<file path="src/rtl/lsu_pkg.sv">
package lsu_pkg;
  typedef enum logic [1:0] {
    OP_LDW = 2'b00,
    OP_LDB = 2'b01,
    OP_STW = 2'b10,
    OP_STB = 2'b11
  } lsu_op_e;

  localparam int unsigned BYTE_W  = 8;
  localparam int unsigned LANES   = 4;
  localparam int unsigned WORD_W  = BYTE_W * LANES;
  localparam int unsigned LANE_W  = $clog2(LANES);
endpackage

</file>
<file path="src/rtl/lsu_req_decode.sv">
module lsu_req_decode
  import lsu_pkg::*;
#(
  parameter int unsigned ROW_W = 6
) (
  input  logic                 req_i,
  input  lsu_op_e              op_i,
  input  logic [31:0]          addr_i,
  input  logic [WORD_W-1:0]    wdata_i,
  output logic                 rd_en_o,
  output logic [LANES-1:0]     be_o,
  output logic [WORD_W-1:0]    bank_wdata_o,
  output logic [ROW_W-1:0]     row_o,
  output logic [LANE_W-1:0]    lane_o,
  output logic                 is_byte_o,
  output logic                 misalign_o
);
  logic is_word;

  assign lane_o     = addr_i[LANE_W-1:0];
  assign row_o      = addr_i[ROW_W+LANE_W-1:LANE_W];
  assign is_byte_o  = (op_i == OP_LDB) || (op_i == OP_STB);
  assign is_word    = !is_byte_o;
  assign misalign_o = req_i && is_word && (lane_o != '0);

  always_comb begin
    rd_en_o      = 1'b0;
    be_o         = '0;
    bank_wdata_o = wdata_i;
    if (req_i && !misalign_o) begin
      unique case (op_i)
        OP_LDW, OP_LDB: rd_en_o = 1'b1;
        OP_STW:         be_o    = '1;
        OP_STB: begin
          be_o         = LANES'(1) << lane_o;
          bank_wdata_o = {LANES{wdata_i[BYTE_W-1:0]}};
        end
        default: ;
      endcase
    end
  end
endmodule

</file>
<file path="src/rtl/lsu_byte_bank.sv">
module lsu_byte_bank
  import lsu_pkg::*;
#(
  parameter int unsigned ROWS  = 64,
  parameter int unsigned ROW_W = $clog2(ROWS)
) (
  input  logic              clk_i,
  input  logic              rst_ni,
  input  logic              we_i,
  input  logic              rd_en_i,
  input  logic [ROW_W-1:0]  row_i,
  input  logic [BYTE_W-1:0] wdata_i,
  output logic [BYTE_W-1:0] rdata_o
);
  logic [BYTE_W-1:0] mem_q [ROWS];

  always_ff @(posedge clk_i) begin
    if (we_i) mem_q[row_i] <= wdata_i;
  end

  always_ff @(posedge clk_i or negedge rst_ni) begin
    if (!rst_ni)      rdata_o <= '0;
    else if (rd_en_i) rdata_o <= mem_q[row_i];
  end
endmodule

</file>
<file path="src/rtl/lsu_load_fmt.sv">
module lsu_load_fmt
  import lsu_pkg::*;
(
  input  logic [WORD_W-1:0] word_i,
  input  logic [LANE_W-1:0] lane_i,
  input  logic              is_byte_i,
  output logic [WORD_W-1:0] rdata_o
);
  logic [BYTE_W-1:0] sel;

  assign sel     = word_i[lane_i*BYTE_W +: BYTE_W];
  assign rdata_o = is_byte_i ? {{(WORD_W-BYTE_W){sel[BYTE_W-1]}}, sel} : word_i;
endmodule

</file>
<file path="src/rtl/lsu_core.sv">
module lsu_core
  import lsu_pkg::*;
#(
  parameter int unsigned DEPTH = 256
) (
  input  logic        clk_i,
  input  logic        rst_ni,
  input  logic        req_i,
  input  logic [1:0]  op_i,
  input  logic [31:0] addr_i,
  input  logic [31:0] wdata_i,
  output logic [31:0] rdata_o,
  output logic        fault_o
);
  localparam int unsigned ROWS  = DEPTH / LANES;
  localparam int unsigned ROW_W = $clog2(ROWS);

  lsu_op_e             op;
  logic                rd_en, is_byte, misalign;
  logic [LANES-1:0]    be;
  logic [WORD_W-1:0]   bank_wdata, bank_q;
  logic [ROW_W-1:0]    row;
  logic [LANE_W-1:0]   lane, lane_q;
  logic                is_byte_q, fault_q;

  assign op = lsu_op_e'(op_i);

  lsu_req_decode #(.ROW_W(ROW_W)) u_dec (
    .req_i       (req_i),
    .op_i        (op),
    .addr_i      (addr_i),
    .wdata_i     (wdata_i),
    .rd_en_o     (rd_en),
    .be_o        (be),
    .bank_wdata_o(bank_wdata),
    .row_o       (row),
    .lane_o      (lane),
    .is_byte_o   (is_byte),
    .misalign_o  (misalign)
  );

  for (genvar g = 0; g < LANES; g++) begin : g_bank
    lsu_byte_bank #(.ROWS(ROWS), .ROW_W(ROW_W)) u_bank (
      .clk_i  (clk_i),
      .rst_ni (rst_ni),
      .we_i   (be[g]),
      .rd_en_i(rd_en),
      .row_i  (row),
      .wdata_i(bank_wdata[g*BYTE_W +: BYTE_W]),
      .rdata_o(bank_q[g*BYTE_W +: BYTE_W])
    );
  end

  always_ff @(posedge clk_i or negedge rst_ni) begin
    if (!rst_ni) begin
      lane_q    <= '0;
      is_byte_q <= 1'b0;
      fault_q   <= 1'b0;
    end else begin
      fault_q <= misalign;
      if (rd_en) begin
        lane_q    <= lane;
        is_byte_q <= is_byte;
      end
    end
  end

  lsu_load_fmt u_fmt (
    .word_i   (bank_q),
    .lane_i   (lane_q),
    .is_byte_i(is_byte_q),
    .rdata_o  (rdata_o)
  );

  assign fault_o = fault_q;

  p_fault_cause_r6: assert property (@(posedge clk_i) disable iff (!rst_ni)
    fault_o |-> $past(req_i && !op_i[0] && addr_i[1:0] != 2'b00));
  p_byte_no_fault_r9: assert property (@(posedge clk_i) disable iff (!rst_ni)
    $past(req_i && op_i[0]) |-> !fault_o);
  p_no_write_on_fault_r7: assert property (@(posedge clk_i) disable iff (!rst_ni)
    misalign |-> (be == '0) && !rd_en);
  p_be_shape_r5: assert property (@(posedge clk_i) disable iff (!rst_ni)
    $onehot0(be) || (be == '1));
  p_hold_r10: assert property (@(posedge clk_i) disable iff (!rst_ni)
    !$past(rd_en) |-> $stable(rdata_o));
  p_sign_ext_r4: assert property (@(posedge clk_i) disable iff (!rst_ni)
    $past(rd_en && is_byte) |-> rdata_o[31:8] == {24{rdata_o[7]}});
endmodule

</file>
<file path="config.mk">
export PLATFORM = sky130hd
export DESIGN_NAME = lsu_core
export DESIGN_NICKNAME = d
export VERILOG_FILES = /design/src/rtl/lsu_pkg.sv /design/src/rtl/lsu_req_decode.sv /design/src/rtl/lsu_byte_bank.sv /design/src/rtl/lsu_load_fmt.sv /design/src/rtl/lsu_core.sv
export SDC_FILE = /design/constraint.sdc
export NUM_CORES = 2
export LEC_CHECK = 0
export ABC_AREA = 0
export BUFFER_PORTS_ARGS = -buffer_cell sky130_fd_sc_hd__buf_2
export CAP_MARGIN = 20
export CORE_MARGIN = 2
export CORE_UTILIZATION = 41
export CTS_CLUSTER_SIZE = 40
export DETAILED_ROUTE_END_ITERATION = 8
export HOLD_SLACK_MARGIN = 0.02
export PLACE_DENSITY_LB_ADDON = 0.08
export SLEW_MARGIN = 0
export SYNTH_ARGS = -nofsm -noshare
export SYNTH_HDL_FRONTEND = slang
export SYNTH_SLANG_ARGS = --single-unit
</file>
<file path="constraint.sdc">
create_clock -name clk_i -period 3.1 [get_ports clk_i]
set_clock_uncertainty 0.1 [all_clocks]
set_input_delay 0.775 -clock clk_i [delete_from_list [all_inputs] [get_ports clk_i]]
set_output_delay 0.775 -clock clk_i [all_outputs]
set_load 0.005 [all_outputs]
</file>
---- Yosys cells after proc, flatten, opt, wreduce, memory -nomap -nowiden ----
Memory sizes are Yosys's and may differ from the RTL's. A register that Yosys moved wholly into a read port is not among the register bits.
Index checks and enable logic that the tools add are counted.
cells by class
  equality and inequality tests ........... 3
  shifts and indexed selects .............. 2
  multiplexer cells ....................... 15
  reduce and logical (&&, ||, !) cells .... 13
operator list
  operator             number
  $mux 32              3
  $shiftx 32x6->8      1
  $mux 1               10
  $pmux 4 s2           1
  $logic_not 1->1      6
  $eq 2x2->1 const B   2
  $mux 4               1
  $shl 1x2->4 const A  1
  $logic_and 1x1->1    3
  $eq 2x1->1 const B   1
  $logic_not 2->1      1
  $reduce_bool 2->1    1
  $reduce_or 2->1      1
  $logic_or 1x1->1     1
word-level totals
  register bits after elaboration ......... 4
  bits in writable memories ............... 2,048
  bits of input ports ..................... 69
  output and inout port bits .............. 33
  memories kept ........................... 4
memory list
  memory                  depth  bits a word  rd ports  clocked after Yosys merged registers in  write ports  line                 RTL
  g_bank[0].u_bank.mem_q  64     8            1         1                                        1            lsu_byte_bank.sv:15  logic [BYTE_W-1:0] mem_q [ROWS];
  g_bank[1].u_bank.mem_q  64     8            1         1                                        1            lsu_byte_bank.sv:15
  g_bank[2].u_bank.mem_q  64     8            1         1                                        1            lsu_byte_bank.sv:15
  g_bank[3].u_bank.mem_q  64     8            1         1                                        1            lsu_byte_bank.sv:15

---- Depth between registers and ports, before layout ----
  word-level depth ........................ 10
  mapped depth ............................ 11

---- Hierarchy ----
A second synthesis with hierarchy kept.
second synthesis, totals
  cell total of the unflattened synthesis .. 4,733
  area, all modules ....................... 82,922.0 sq um
by module, submodules not included
  module          times used  cells an instance  area an instance (sq um)  sequential area each (sq um)
  lsu_byte_bank   4           1,142              20,375.8                  15,574.9
  lsu_load_fmt    1           100                690.7                     0.0
  lsu_req_decode  1           58                 594.3                     0.0
  lsu_core        1           7                  133.9                     100.1

---- Worst setup path after synthesis ----
No wires, ideal clock.
  path kind ............................... in2reg
  start point ............................. input port addr_i[2]
  end point ............................... memory g_bank[0].u_bank.mem_q[12][0] (enable)
  data arrival time ....................... 2.457 ns
  required time ........................... 2.630 ns
  setup slack ............................. 0.173 ns
  cell stages on the path ................. 8
  path buffers ............................ 5
  cell sequence ........................... buf_6 > buf_6 > buf_6 > buf_4 > nor3b_2 > clkbuf_1 > nand2_1 > nor2_1
RTL lines
  element             line                 RTL
  start: declaration  lsu_core.sv:10       input logic [31:0] addr_i,
  end: declaration    lsu_byte_bank.sv:15
Straight into the memory's write port.

---- Worst setup path in the final report ----
  start point ............................. register g_bank[3].u_bank.rdata_o[7], read port of g_bank[3].u_bank.mem_q
  end point ............................... output port rdata_o[20]
on the way
  cells in the longest elaborated chain, start to end .. 2
ends and longest elaborated chain
  element             line                 RTL
  start: declaration  lsu_byte_bank.sv:13  output logic [BYTE_W-1:0] rdata_o
  $shiftx 32x6->8     lsu_load_fmt.sv:11   assign sel = word_i[lane_i*BYTE_W +: BYTE_W];
  $mux 32             lsu_load_fmt.sv:12   assign rdata_o = is_byte_i ? {{(WORD_W-BYTE_W){sel[BYTE_W-1]}}, sel} : word_i;
  end: declaration    lsu_core.sv:12       output logic [31:0] rdata_o,
Every way passes these cells.

==> metrics.md <==
| Metric | Value |
|---|---|
| Post-placement cell area | `93,100 sq um` |
| Die H | `450 microns` |
| Syn Nets | `4,680` |
| Hold path cells | `3` |
| Switching fraction of total power | `23.1%` |
| Number of synthesized flops with an enable pin | `2,048` |
| Fin crit period | `around 3.3 ns` |
| Post-Syn Area | `slightly above 80,000 sq um` |
| RSZ-0062 raised after global routing | `true` |
| DRC | `0` |
| Register-to-register setup slack | `between 0.6 and 0.7 ns` |
| Reg2Reg Capture Point | `g_bank[3].u_bank.rdata_o[7]` |
| Chip width | `about 450 microns` |
| Worst setup SP type | `flop` |
| Row cnt | `163` |
| Top_reg_cell synth | `edfxtp_1` |
| Latest clock arrival within the worst-skew pair | `0.88 ns` |
| Synth area leader | `edfxtp_1` |
| Post-synthesis sequential area ratio | `76.4%` |
| Layout Cells excl Fill | `between 8,000 and 9,000` |
| Max VDD drop | `~0.63 mV` |
| PwrDens | `between 600 and 700 nW/um^2` |
| Tightest Pin Transition | `1.19 ns` |
| CTS max path bufs | `3` |
| Synth Area per Inst | `17.7 sq um` |
| Worst path arrival time | `2.38 ns` |
| First-pass GRT wire length | `394 mm` |
| Synth unique cells | `a little over 70` |
| Hold Path Origin | `wdata_i[24]` |
| Initial core utilization | `41.3%` |
| Worst r2r src | `g_bank[3].u_bank.mem_q[63][7]` |
| Failing checks | `negative setup slack` |
| DR pass1 iterations | `5` |
| Via count | `49,483` |
| Fin crit share | `105%` |
| Psw | `approximately 14 mW` |
| WL/cell | `approximately 34 microns` |
| Worst Hold Path EP | `g_bank[3].u_bank.mem_q[20][0]` |
| Die area | `203,000 sq um` |
| Ports | `between 100 and 150` |
| Hold Vio Cnt, Final | `0` |
| Busiest grt layer | `met2` |
| Total of max-cap violations | `0` |
| Total CTS buffers | `213` |
| Pins Over Slew Limit | `0` |
| Final worst slack | `-0.157 ns` |
| Clk pwr share | `40.4%` |
| Sequential power share | `51.6%` |
| Cells after DPL | `7,939` |
| Synth top area share | `around three quarters` |
| Worst EP required | `2.22 ns` |
| Routed WL | `around 290 mm` |
| Outcome | `complete, but fails checks` |
| PortBufs | `77` |
| DRT iter0 DRCs | `6,175` |
| Layout Utilization | `50.6%` |
| Critical path peak fanout | `25` |
| Largest net degree at the start of global routing | `65` |
| Global Route met3 Usage | `5.98%` |
| Logic pwr share | `8.0%` |
| Final setup viols | `25` |
| # H-tree levels | `4` |
| Final nets | `5,592` |
| Worst hold margin | `0.199 ns` |
| Rel. slew slack | `20.1%` |
| Clock sink total | `2,084` |
| Pwr Total | `61.0 mW` |
| Ratio of cells with drive above 1 in the final layout | `28.9%` |
| Lkg Pwr | `33.7 nW` |
| Yosys warns | `0` |
| Final instance area | `99,900 sq um` |
| Yosys reg bits | `about 2,100` |
| DR vias/cell | `5.93` |
| HPWL Detailed | `about 200 mm` |
| Synth Instances | `4,611` |
| Area growth syn-to-layout | `22.3%` |
| GR Util All Layers | `28.1%` |
| CTS root buffer | `clkbuf_16` |
| Critical Path End Type | `primary output` |
| Fmax achieved | `about 300 MHz` |
| Core box area | `198,000 sq um` |
| Placer Congestion | `0.906` |
| M2 GR Usage | `42.7%` |
| Ranking of synthesized cells by area | `edfxtp_1 75%, mux4_2 5.1%, mux2i_1 4.3%` |
| Number of global-route vias before repair | `47,452` |
| Setup Crit Path Kind | `reg -> out` |
| Worst Hold Class | `in -> reg` |
| Post-route ant nets | `0` |
| Reg clk slew, reported paths | `approximately 0.060 ns` |
| Int Pwr | `roughly 47 mW` |
| Met1 Usage GRT | `40.5%` |
| CTS tree | `done` |
| R2R cell count | `5` |
| Initial antenna violation count | `17` |
| Ys async rst share | `1.73%` |
| GRT Residual Overflow | `0` |
-- power by group through the flow --
stage	logic (mW)	registers, mW	clock network [mW]
floorplan	2.04	31.9	0
CTS	4.76	31.4	25.0
detailed placement	4.71	32.0	0
global placement	4.68	32.0	0
global route	5.10	31.4	26.1
finish	4.88	31.4	24.7
-- sequential cells by signal (all words and copies together), names as in the netlist --
name                   count
g_bank.u_bank.rdata_o     32
lane_q                     2
g_bank.u_bank.mem_q     2048
is_byte_q                  1
fault_o                    1
-- worst max-delay path, stage by stage, from the launching register on --
cell	delay, ns
dfrtp_2	0.52
mux4_2	0.58
nand2_8	0.15
o21ai_0	0.11
buf_2	0.14
-- how the worst max path moves through the flow --
stage | startpoint | end | slack (ns) | depth (start not counted)
5_1_grt | g_bank[3].u_bank.rdata_o[7] | rdata_o[27] | -0.23 | 4
2_1_floorplan | addr_i[2] | g_bank[0].u_bank.mem_q[12][0] | 0.17 | 8
3_5_place_dp | addr_i[4] | g_bank[3].u_bank.rdata_o[7] | -0.43 | 10
4_1_cts | g_bank[3].u_bank.rdata_o[7] | rdata_o[16] | -0.18 | 4
6_report | g_bank[3].u_bank.rdata_o[7] | rdata_o[20] | -0.16 | 4
3_3_place_gp | addr_i[4] | g_bank[3].u_bank.rdata_o[7] | -0.51 | 10
-- synthesized netlist by cell type, types with 5 or more instances --
library cell / number
o2bb2ai_1: 6
a221oi_1: 194
buf_4: 45
o32a_1: 19
nor2b_1: 7
a221o_1: 17
nand2_1: 202
o22a_1: 6
mux4_2: 186
nand2b_1: 5
nor3_1: 6
o21a_1: 5
o211ai_1: 8
a31oi_1: 22
buf_2: 98
o21ai_0: 148
edfxtp_1: 2048
and3_1: 9
nand4_1: 7
and2_1: 5
buf_6: 27
buf_1: 29
a32oi_1: 8
dfrtp_1: 36
a21oi_1: 104
nand3_1: 55
nor2_1: 398
o22ai_1: 99
inv_1: 27
o221ai_1: 7
a22o_1: 29
mux2_2: 67
clkbuf_1: 124
or3_1: 6
a211oi_1: 12
a22oi_1: 128
mux2i_1: 347
-- placed cells by master, fill, tap and decap left out, drive strengths merged, types with 7 or more instances in the layout --
cell type	count
bufinv	9
o211ai	8
o32a	19
a22o	29
mux2i	347
o21ai	152
a32oi	8
clkinvlp	10
nand3	55
clkinv	82
buf	1019
a221oi	194
o22ai	99
a221o	17
a22oi	128
a211oi	12
inv	30
mux4	186
a31oi	22
and3	9
dfrtp	36
a21oi	104
clkbuf	290
nor2b	7
o221ai	7
nor2	399
nand2	202
edfxtp	2048
mux2	72
nand4	7
-- cells by family (layout without fill, tap and decap cells) --
| group | count (synthesis) | in the layout | share of synthesized area (%) |
|---|---|---|---|
| AO/OA/AOI/OAI | 847 | 847 | 7.36 |
| XOR/XNOR | 2 | 2 | 0.0214 |
| buffers and inverters | 353 | 1441 | 2.23 |
| flip-flops | 2084 | 2084 | 76.4 |
| multiplexers | 605 | 605 | 10.4 |
| other | 0 | 4 | 0 |
| AND/OR/NAND/NOR | 720 | 720 | 3.62 |
-- metrics by stage --
step           worst slack [ns]  setup TNS (ns)
6_report                 -0.157           -3.41
5_1_grt                  -0.233           -5.39
4_1_cts                  -0.183           -4.21
3_5_place_dp             -0.426          -64.28
3_3_place_gp             -0.507          -62.49
2_1_floorplan             0.173               0
-- final cells by class --
cell class | instances | area (sq um)
antenna | 4 | 10.0
clock buffer | 290 | 5850
clock inverter | 101 | 769
fill | 16460 | 97700
inverter | 30 | 139
multi-input combinational | 2174 | 17700
sequential | 2084 | 62400
tap | 2640 | 3300
timing repair buffer | 1020 | 9750
-- routing by layer --
layer / up-vias / routed length (microns)
met1: 26218 / 122000
met5: - / 86
met3: 439 / 25500
met2: 2344 / 130000
met4: 12 / 9520
li1: 20470 / -
-- timing repair --
action | in CTS | in global routing
setup buffers | 2 | 6
resized for setup | 16 | 17
endpoints found under the setup margin | 32 | 32
hold buffers | 1 | 0
hold endpoints to repair | 10 | 0
pin swaps | 0 | 2
(Power assumes the default switching activity.)
